<file path="src/rtl/simd_sat_pkg.sv">
package simd_sat_pkg;

  // Mask of segment index bits that lie inside one lane for a given width select.
  function automatic int span_mask(input int mode);
    return (1 << mode) - 1;
  endfunction

  // Saturation fill for one segment of a lane.
  function automatic logic [7:0] fill_byte(input logic is_signed, input logic is_sub,
                                           input logic top_seg, input logic neg_dir);
    logic [7:0] v;
    if (is_signed) begin
      if (top_seg) v = neg_dir ? 8'h80 : 8'h7F;
      else         v = neg_dir ? 8'h00 : 8'hFF;
    end else begin
      v = is_sub ? 8'h00 : 8'hFF;
    end
    return v;
  endfunction

endpackage

</file>
<file path="src/rtl/simd_seg_ctrl.sv">
module simd_seg_ctrl #(
  parameter int NUM_SEG = 8,
  parameter int MODE_W  = 2,
  parameter int IDX_W   = $clog2(NUM_SEG)
) (
  input  logic [MODE_W-1:0]                lane_mode_i,
  output logic [NUM_SEG-1:0]               first_o,
  output logic [NUM_SEG-1:0]               last_o,
  output logic [NUM_SEG-1:0][IDX_W-1:0]    end_idx_o,
  output logic [NUM_SEG-1:0][IDX_W-1:0]    lane_idx_o
);
  import simd_sat_pkg::*;

  logic [IDX_W-1:0] span_m;
  logic [IDX_W-1:0] idx;

  always_comb begin
    span_m = IDX_W'(span_mask(int'(lane_mode_i)));
    idx    = '0;
    for (int i = 0; i < NUM_SEG; i++) begin
      idx           = IDX_W'(i);
      first_o[i]    = (idx & span_m) == '0;
      last_o[i]     = (idx & span_m) == span_m;
      end_idx_o[i]  = idx | span_m;
      lane_idx_o[i] = idx >> lane_mode_i;
    end
  end

endmodule

</file>
<file path="src/rtl/simd_seg_adder.sv">
module simd_seg_adder #(
  parameter int SEG_W   = 8,
  parameter int NUM_SEG = 8,
  parameter int DATA_W  = SEG_W * NUM_SEG
) (
  input  logic [DATA_W-1:0]  a_i,
  input  logic [DATA_W-1:0]  b_i,
  input  logic               sub_i,
  input  logic [NUM_SEG-1:0] first_i,
  output logic [DATA_W-1:0]  sum_o,
  output logic [NUM_SEG-1:0] cout_o
);

  for (genvar g = 0; g < NUM_SEG; g++) begin : g_seg
    logic             prev;
    logic             cin;
    logic [SEG_W:0]   tot;
    logic             co;

    if (g == 0) begin : g_head
      assign prev = 1'b0;
    end else begin : g_link
      assign prev = g_seg[g-1].co;
    end

    // lane start takes the negation's +1 (or 0 on add); otherwise the chain continues
    assign cin = first_i[g] ? sub_i : prev;
    assign tot = {1'b0, a_i[g*SEG_W +: SEG_W]}
               + {1'b0, b_i[g*SEG_W +: SEG_W] ^ {SEG_W{sub_i}}}
               + {{SEG_W{1'b0}}, cin};
    assign co  = tot[SEG_W];
    assign sum_o[g*SEG_W +: SEG_W] = tot[SEG_W-1:0];
    assign cout_o[g] = co;
  end

endmodule

</file>
<file path="src/rtl/simd_lane_sat.sv">
module simd_lane_sat #(
  parameter int SEG_W   = 8,
  parameter int NUM_SEG = 8,
  parameter int IDX_W   = $clog2(NUM_SEG),
  parameter int DATA_W  = SEG_W * NUM_SEG
) (
  input  logic [DATA_W-1:0]             a_i,
  input  logic [DATA_W-1:0]             b_i,
  input  logic [DATA_W-1:0]             sum_i,
  input  logic [NUM_SEG-1:0]            cout_i,
  input  logic [NUM_SEG-1:0]            last_i,
  input  logic [NUM_SEG-1:0][IDX_W-1:0] end_idx_i,
  input  logic [NUM_SEG-1:0][IDX_W-1:0] lane_idx_i,
  input  logic                          sub_i,
  input  logic                          signed_i,
  input  logic                          sat_i,
  output logic [DATA_W-1:0]             res_o,
  output logic [NUM_SEG-1:0]            ovf_o
);

  logic [NUM_SEG-1:0] seg_ovf;
  logic [NUM_SEG-1:0] seg_neg;
  logic               a_s, bx_s, s_s;
  logic               s_ovf, u_ovf;
  logic [SEG_W-1:0]   fill;
  logic               top;

  // overflow detection at the top segment of each lane
  always_comb begin
    a_s = 1'b0; bx_s = 1'b0; s_s = 1'b0; s_ovf = 1'b0; u_ovf = 1'b0;
    for (int i = 0; i < NUM_SEG; i++) begin
      a_s        = a_i[i*SEG_W + SEG_W - 1];
      bx_s       = b_i[i*SEG_W + SEG_W - 1] ^ sub_i;
      s_s        = sum_i[i*SEG_W + SEG_W - 1];
      s_ovf      = (a_s == bx_s) && (s_s != a_s);
      u_ovf      = cout_i[i] ^ sub_i;
      seg_ovf[i] = last_i[i] & (signed_i ? s_ovf : u_ovf);
      seg_neg[i] = a_s;
    end
  end

  // result select: every segment looks up its lane's top segment
  always_comb begin
    fill = '0;
    top  = 1'b0;
    for (int j = 0; j < NUM_SEG; j++) begin
      top  = (IDX_W'(j) == end_idx_i[j]);
      fill = simd_sat_pkg::fill_byte(signed_i, sub_i, top, seg_neg[end_idx_i[j]]);
      res_o[j*SEG_W +: SEG_W] = (sat_i && seg_ovf[end_idx_i[j]])
                              ? fill : sum_i[j*SEG_W +: SEG_W];
    end
  end

  // pack lane flags from bit 0
  always_comb begin
    ovf_o = '0;
    for (int i = 0; i < NUM_SEG; i++) begin
      if (last_i[i]) ovf_o[lane_idx_i[i]] = seg_ovf[i];
    end
  end

endmodule

</file>
<file path="src/rtl/simd_sat_adder.sv">
module simd_sat_adder #(
  parameter int SEG_W   = 8,
  parameter int NUM_SEG = 8,
  parameter bit OUT_REG = 1'b1
) (
  input  logic                              clk,
  input  logic                              rst,
  input  logic [$clog2($clog2(NUM_SEG)+1)-1:0] lane_mode_i,
  input  logic                              sub_i,
  input  logic                              signed_i,
  input  logic                              sat_i,
  input  logic [SEG_W*NUM_SEG-1:0]          a_i,
  input  logic [SEG_W*NUM_SEG-1:0]          b_i,
  output logic [SEG_W*NUM_SEG-1:0]          res_o,
  output logic [NUM_SEG-1:0]                ovf_o
);
  localparam int DATA_W = SEG_W * NUM_SEG;
  localparam int IDX_W  = $clog2(NUM_SEG);
  localparam int MODE_W = $clog2(IDX_W + 1);
  localparam logic [MODE_W-1:0] MODE_FULL = MODE_W'(IDX_W);

  logic [NUM_SEG-1:0]            first, last;
  logic [NUM_SEG-1:0][IDX_W-1:0] end_idx, lane_idx;
  logic [DATA_W-1:0]             sum, res_c;
  logic [NUM_SEG-1:0]            cout, ovf_c;

  simd_seg_ctrl #(.NUM_SEG(NUM_SEG), .MODE_W(MODE_W), .IDX_W(IDX_W)) u_ctrl (
    .lane_mode_i (lane_mode_i),
    .first_o     (first),
    .last_o      (last),
    .end_idx_o   (end_idx),
    .lane_idx_o  (lane_idx)
  );

  simd_seg_adder #(.SEG_W(SEG_W), .NUM_SEG(NUM_SEG), .DATA_W(DATA_W)) u_add (
    .a_i     (a_i),
    .b_i     (b_i),
    .sub_i   (sub_i),
    .first_i (first),
    .sum_o   (sum),
    .cout_o  (cout)
  );

  simd_lane_sat #(.SEG_W(SEG_W), .NUM_SEG(NUM_SEG), .IDX_W(IDX_W), .DATA_W(DATA_W)) u_sat (
    .a_i        (a_i),
    .b_i        (b_i),
    .sum_i      (sum),
    .cout_i     (cout),
    .last_i     (last),
    .end_idx_i  (end_idx),
    .lane_idx_i (lane_idx),
    .sub_i      (sub_i),
    .signed_i   (signed_i),
    .sat_i      (sat_i),
    .res_o      (res_c),
    .ovf_o      (ovf_c)
  );

  if (OUT_REG) begin : g_reg
    always_ff @(posedge clk) begin
      if (rst) begin
        res_o <= '0;
        ovf_o <= '0;
      end else begin
        res_o <= res_c;
        ovf_o <= ovf_c;
      end
    end

    AST_WRAP_FULL_SUB: assert property (@(posedge clk) disable iff (rst)
      (lane_mode_i == MODE_FULL && !sat_i && sub_i) |=> res_o == $past(a_i) - $past(b_i));
    AST_UOVF_FULL_ADD: assert property (@(posedge clk) disable iff (rst)
      (lane_mode_i == MODE_FULL && !signed_i && !sub_i)
        |=> ovf_o[0] == (DATA_W'($past(a_i) + $past(b_i)) < $past(a_i)));
    AST_SSAT_LANE0_CLAMP: assert property (@(posedge clk) disable iff (rst)
      (lane_mode_i == '0 && sat_i && signed_i)
        |=> (!ovf_o[0] || res_o[SEG_W-1:0] == {1'b0, {(SEG_W-1){1'b1}}}
                       || res_o[SEG_W-1:0] == {1'b1, {(SEG_W-1){1'b0}}}));
    AST_USAT_ADD_NOT_BELOW: assert property (@(posedge clk) disable iff (rst)
      (lane_mode_i == MODE_FULL && sat_i && !signed_i && !sub_i) |=> res_o >= $past(a_i));
    AST_USAT_SUB_NOT_ABOVE: assert property (@(posedge clk) disable iff (rst)
      (lane_mode_i == MODE_FULL && sat_i && !signed_i && sub_i) |=> res_o <= $past(a_i));
    AST_SINGLE_LANE_FLAGS: assert property (@(posedge clk) disable iff (rst)
      (lane_mode_i == MODE_FULL) |=> ovf_o[NUM_SEG-1:1] == '0);
  end else begin : g_comb
    assign res_o = res_c;
    assign ovf_o = ovf_c;
  end

endmodule

</file>
<file path="config.mk">
export PLATFORM = sky130hd
export DESIGN_NAME = simd_sat_adder
export DESIGN_NICKNAME = d
export VERILOG_FILES = /design/src/rtl/simd_sat_pkg.sv /design/src/rtl/simd_seg_ctrl.sv /design/src/rtl/simd_seg_adder.sv /design/src/rtl/simd_lane_sat.sv /design/src/rtl/simd_sat_adder.sv
export SDC_FILE = /design/constraint.sdc
export NUM_CORES = 1
export LEC_CHECK = 0
export BUFFER_PORTS_ARGS = -buffer_cell sky130_fd_sc_hd__buf_2
export CORE_MARGIN = 2
export CORE_UTILIZATION = 57
export DETAILED_ROUTE_END_ITERATION = 10
export GPL_TIMING_DRIVEN = 0
export PLACE_DENSITY = 0.94
export REMOVE_ABC_BUFFERS = 1
export SLEW_MARGIN = 30
export SYNTH_ARGS = -nofsm -noshare
export SYNTH_HDL_FRONTEND = slang
export SYNTH_HIERARCHICAL = 1
export SYNTH_SLANG_ARGS = --single-unit
</file>
<file path="constraint.sdc">
create_clock -name clk -period 19.38 [get_ports clk]
set_clock_uncertainty 0.2 [all_clocks]
set_input_delay 0 -clock clk [delete_from_list [all_inputs] [get_ports clk]]
set_output_delay 0 -clock clk [all_outputs]
set_load 0.02 [all_outputs]
</file>
==> summary.txt <==
Yosys
  • Largest family of logic cells by synthesized area: compound AO/OA/AOI/OAI gates
  • Post-synth EDFFs: 0
  • Fraction of registers with async set/reset: 0
  • Compound-cell area share of the yosys netlist: 0.2378
  • Mux contribution to synthesized area: 0.05319
  • Register bit total from synthesis: 72
  • Netlist Area Pre-Place: 9833 µm²
  • Xor-xnor portion of the synthesized cell area: 0.1173
  • Top_reg_cell synth: dfxtp_1
  • Syn avg cell area: 7.829 µm²
  • Seq/Total Area, Yosys: 0.1466
  • YS warnings: 6
  • Area share of fa/ha/maj cells after synthesis: 0.1115
  • Post-Synth Simple-Gate Area: 0.2326
  • Library cells used by synthesis: 79
  • Syn Inst Count: 1256

Worst setup path
  • Critical path class: input port to register
  • Crit end category: register
  • Worst-path maximum fanout: 45
  • Crit path required time: 19390 ps
  • Crit-path most repeated cell: fa_1
  • Crit path launch type: input port
  • Critical path's slowest cell: mux4_2
  • Slowest stage delay, CP: 520 ps
  • Worst EP arrival: 15470 ps

Clock tree
  • Num Clock Sinks: 72
  • CTS root buffer: clkbuf_16
  • Cts repair resizes: 0
  • TritonCTS clock tree: yes
  • CTS buffer count: 9
  • Clk slew on worst S/H paths: 70 ps
  • H-tree levels: 3
  • Clk buf depth: 2

STA
  • Setup TNS: 0 ps
  • Least-Margin Pin Slew: 945.5 ps
  • Worst slew margin: 0.3533
  • Final worst-path cycle share: 0.7979
  • Slew Viols, Final: 0
  • Fin worst setup slack: 3918 ps
  • F_max: 64.67 MHz
  • Unrepaired setup endpoints after global routing: no
  • Min Clock Period, post-route: 15460 ps
  • Final hold vios: 0
  • # setup viols final: 0

GRT
  • Pin count of the biggest net entering global routing: 73
  • Overall routing resource usage: 0.2968
  • Number of global-route vias before repair: 9569
  • Antenna violations before repair: 1
  • Global route total overflow: 0
  • First-pass GRT wire length: 44480 µm

Placed design
  • Port Buffers: 206
  • HPWL Detailed: 20390 µm
  • Placed insts: 1597
  • Gpl congestion: 0.9630
  • DP Worst Slack: 3720 ps

Power
  • Pwr per Cell Area: 72.33 nW/µm²
  • Leak: 4.929 nW
  • Worst vdd ir: 0.04377 mV

Drt
  • DR WL met3: 2659 µm
  • DR iter-0 viols: 1184
  • Drt first pass iters: 7
  • DRC Markers: 0
  • Met2 wire length: 12870 µm
  • Vias per cell: 6.096
  • Routed len/inst: 17.01 µm
  • DRT met1 WL: 10930 µm
  • Via count: 9845
  • Max layer used: met4
  • Post-route ant nets: 0
  • Routed wire length: 27470 µm

Final layout
  • Share of cells above drive strength 1: 0.2037
  • Fillcell total: 1416
  • Post-route insts no fill: 1615
  • Final #Nets: 1597
  • Area grow syn2layout: 11.31%

Hold path
  • Worst Hold Class: input port to register

Run
  • Max-Cap Viols: 0

Status
  • Status: complete, no violations

Floorplan
  • Die height: 135.3 µm
  • # IOs: 207
  • Initial cell density of the core: 0.5765
  • Core Region: 17060 µm²
  • Rows: 48
  • Total die area: 18320 µm²
  • DIE WIDTH: 135.3 µm
==> stage by stage <==
step	util	area, µm²	hold slack, ps	power [W]
6_report	0.6417	10950	20.39	0.0007917
5_1_grt	0.6416	10940	48.11	0.0008412
4_1_cts	0.6408	10930	26.50	0.0007882
3_5_place_dp	0.6225	10620	214.6	0.0006106
3_3_place_gp	0.6157	10500	215.4	0.0005927
2_1_floorplan	-	9189	-128.4	0.0004950
==> cell type report <==
cell class / instances / area, µm² / area share
antenna: 1 / 2.502 / 0.0002286
inverter: 72 / 270.3 / 0.02469
multi-input combinational: 1017 / 7512 / 0.6863
timing repair buffer: 212 / 1135 / 0.1037
tap: 225 / 281.5 / 0.02572
sequential: 72 / 1441 / 0.1317
clock buffer: 9 / 225.2 / 0.02058
clock inverter: 7 / 77.57 / 0.007087
==> where the power goes <==
part	internal (W)	total, W	leakage (nW)	switching, W
Clock	0.000101	0.000173	0.146	0.0000720
Sequential	0.000178	0.000185	0.599	0.00000713
Combinational	0.000188	0.000434	4.18	0.000245
Total	0.000467	0.000792	4.93	0.000324
==> cells in the final DEF, fill, tap and decap left out, drive strengths merged, types with 6 or more instances in the layout <==
cell type and count:
buf 211, nor2 117, nor2b 99, inv 74, dfxtp 72, xor2 72
nand2 67, a21oi 63, ha 62, xnor2 58, o21a 56, o21ai 42
nand2b 34, nor3 27, nand3 25, conb 21, a31oi 18, fa 16
o211ai 16, a21o 15, mux2i 14, nand4 13, mux4 12, a211oi 11
mux2 10, o31ai 10, clkbuf 9, and4b 9, o2111ai 8, nor3b 8
o22ai 8, a32oi 8, a22oi 8, o41ai 8, nand4b 7, a211o 6
==> worst paths after layout <==
check	start	end	slack, ps	depth (start not counted)
setup / recovery	sub_i	res_o[48]$_SDFF_PP0_	3920	66
hold / removal	rst	res_o[8]$_SDFF_PP0_	20	2
==> synth_stat cells, drive strengths merged, types with 27 or more instances <==
| cell | count | area share |
|---|---|---|
| nor2 | 117 | 0.045 |
| nor2b | 99 | 0.065 |
| buf | 80 | 0.060 |
| dfxtp | 72 | 0.15 |
| inv | 72 | 0.027 |
| xor2 | 72 | 0.066 |
| nand2 | 67 | 0.026 |
| a21oi | 63 | 0.033 |
| ha | 62 | 0.079 |
| xnor2 | 58 | 0.052 |
| o21a | 56 | 0.043 |
| o21ai | 42 | 0.022 |
| clkbuf | 34 | 0.013 |
| nand2b | 34 | 0.022 |
| nor3 | 27 | 0.014 |
==> critical path: cells and delay by family <==
family          cells  cell delay [ps]
mux                 1              520
buf+inv             1              390
xor+xnor            2              360
compound gates     30             5050
simple gates       16             2530
fa+ha+maj          16             6540
==> layer usage <==
layer  up-vias  GRT usage
met2       550     0.4975
met5         -          0
met3       114    0.06622
met1      4556     0.3632
met4         0     0.1377
li1       4625          -
==> flip-flops by register name, summed over array words and instances, names as in the netlist <==
signal,flops
res_o,64
ovf_o,8
==> cell families (layout without fill, tap and decap cells) <==
family | count (synthesis) | after routing
AND/OR/NAND/NOR | 435 | 435
buffers and inverters | 186 | 300
other | 2 | 22
XOR/XNOR | 130 | 130
adder cells (fa/ha/maj) | 78 | 78
multiplexers | 36 | 36
AO/OA/AOI/OAI | 317 | 317
flip-flops | 72 | 72
==> timing repair <==
item | CTS | global route
hold buffers | 1 | 0
setup endpoints to repair | 0 | 0
setup buffers | 0 | 0
endpoints found under the hold margin | 1 | 0
Note: power is estimated with default switching activity, not from simulation.
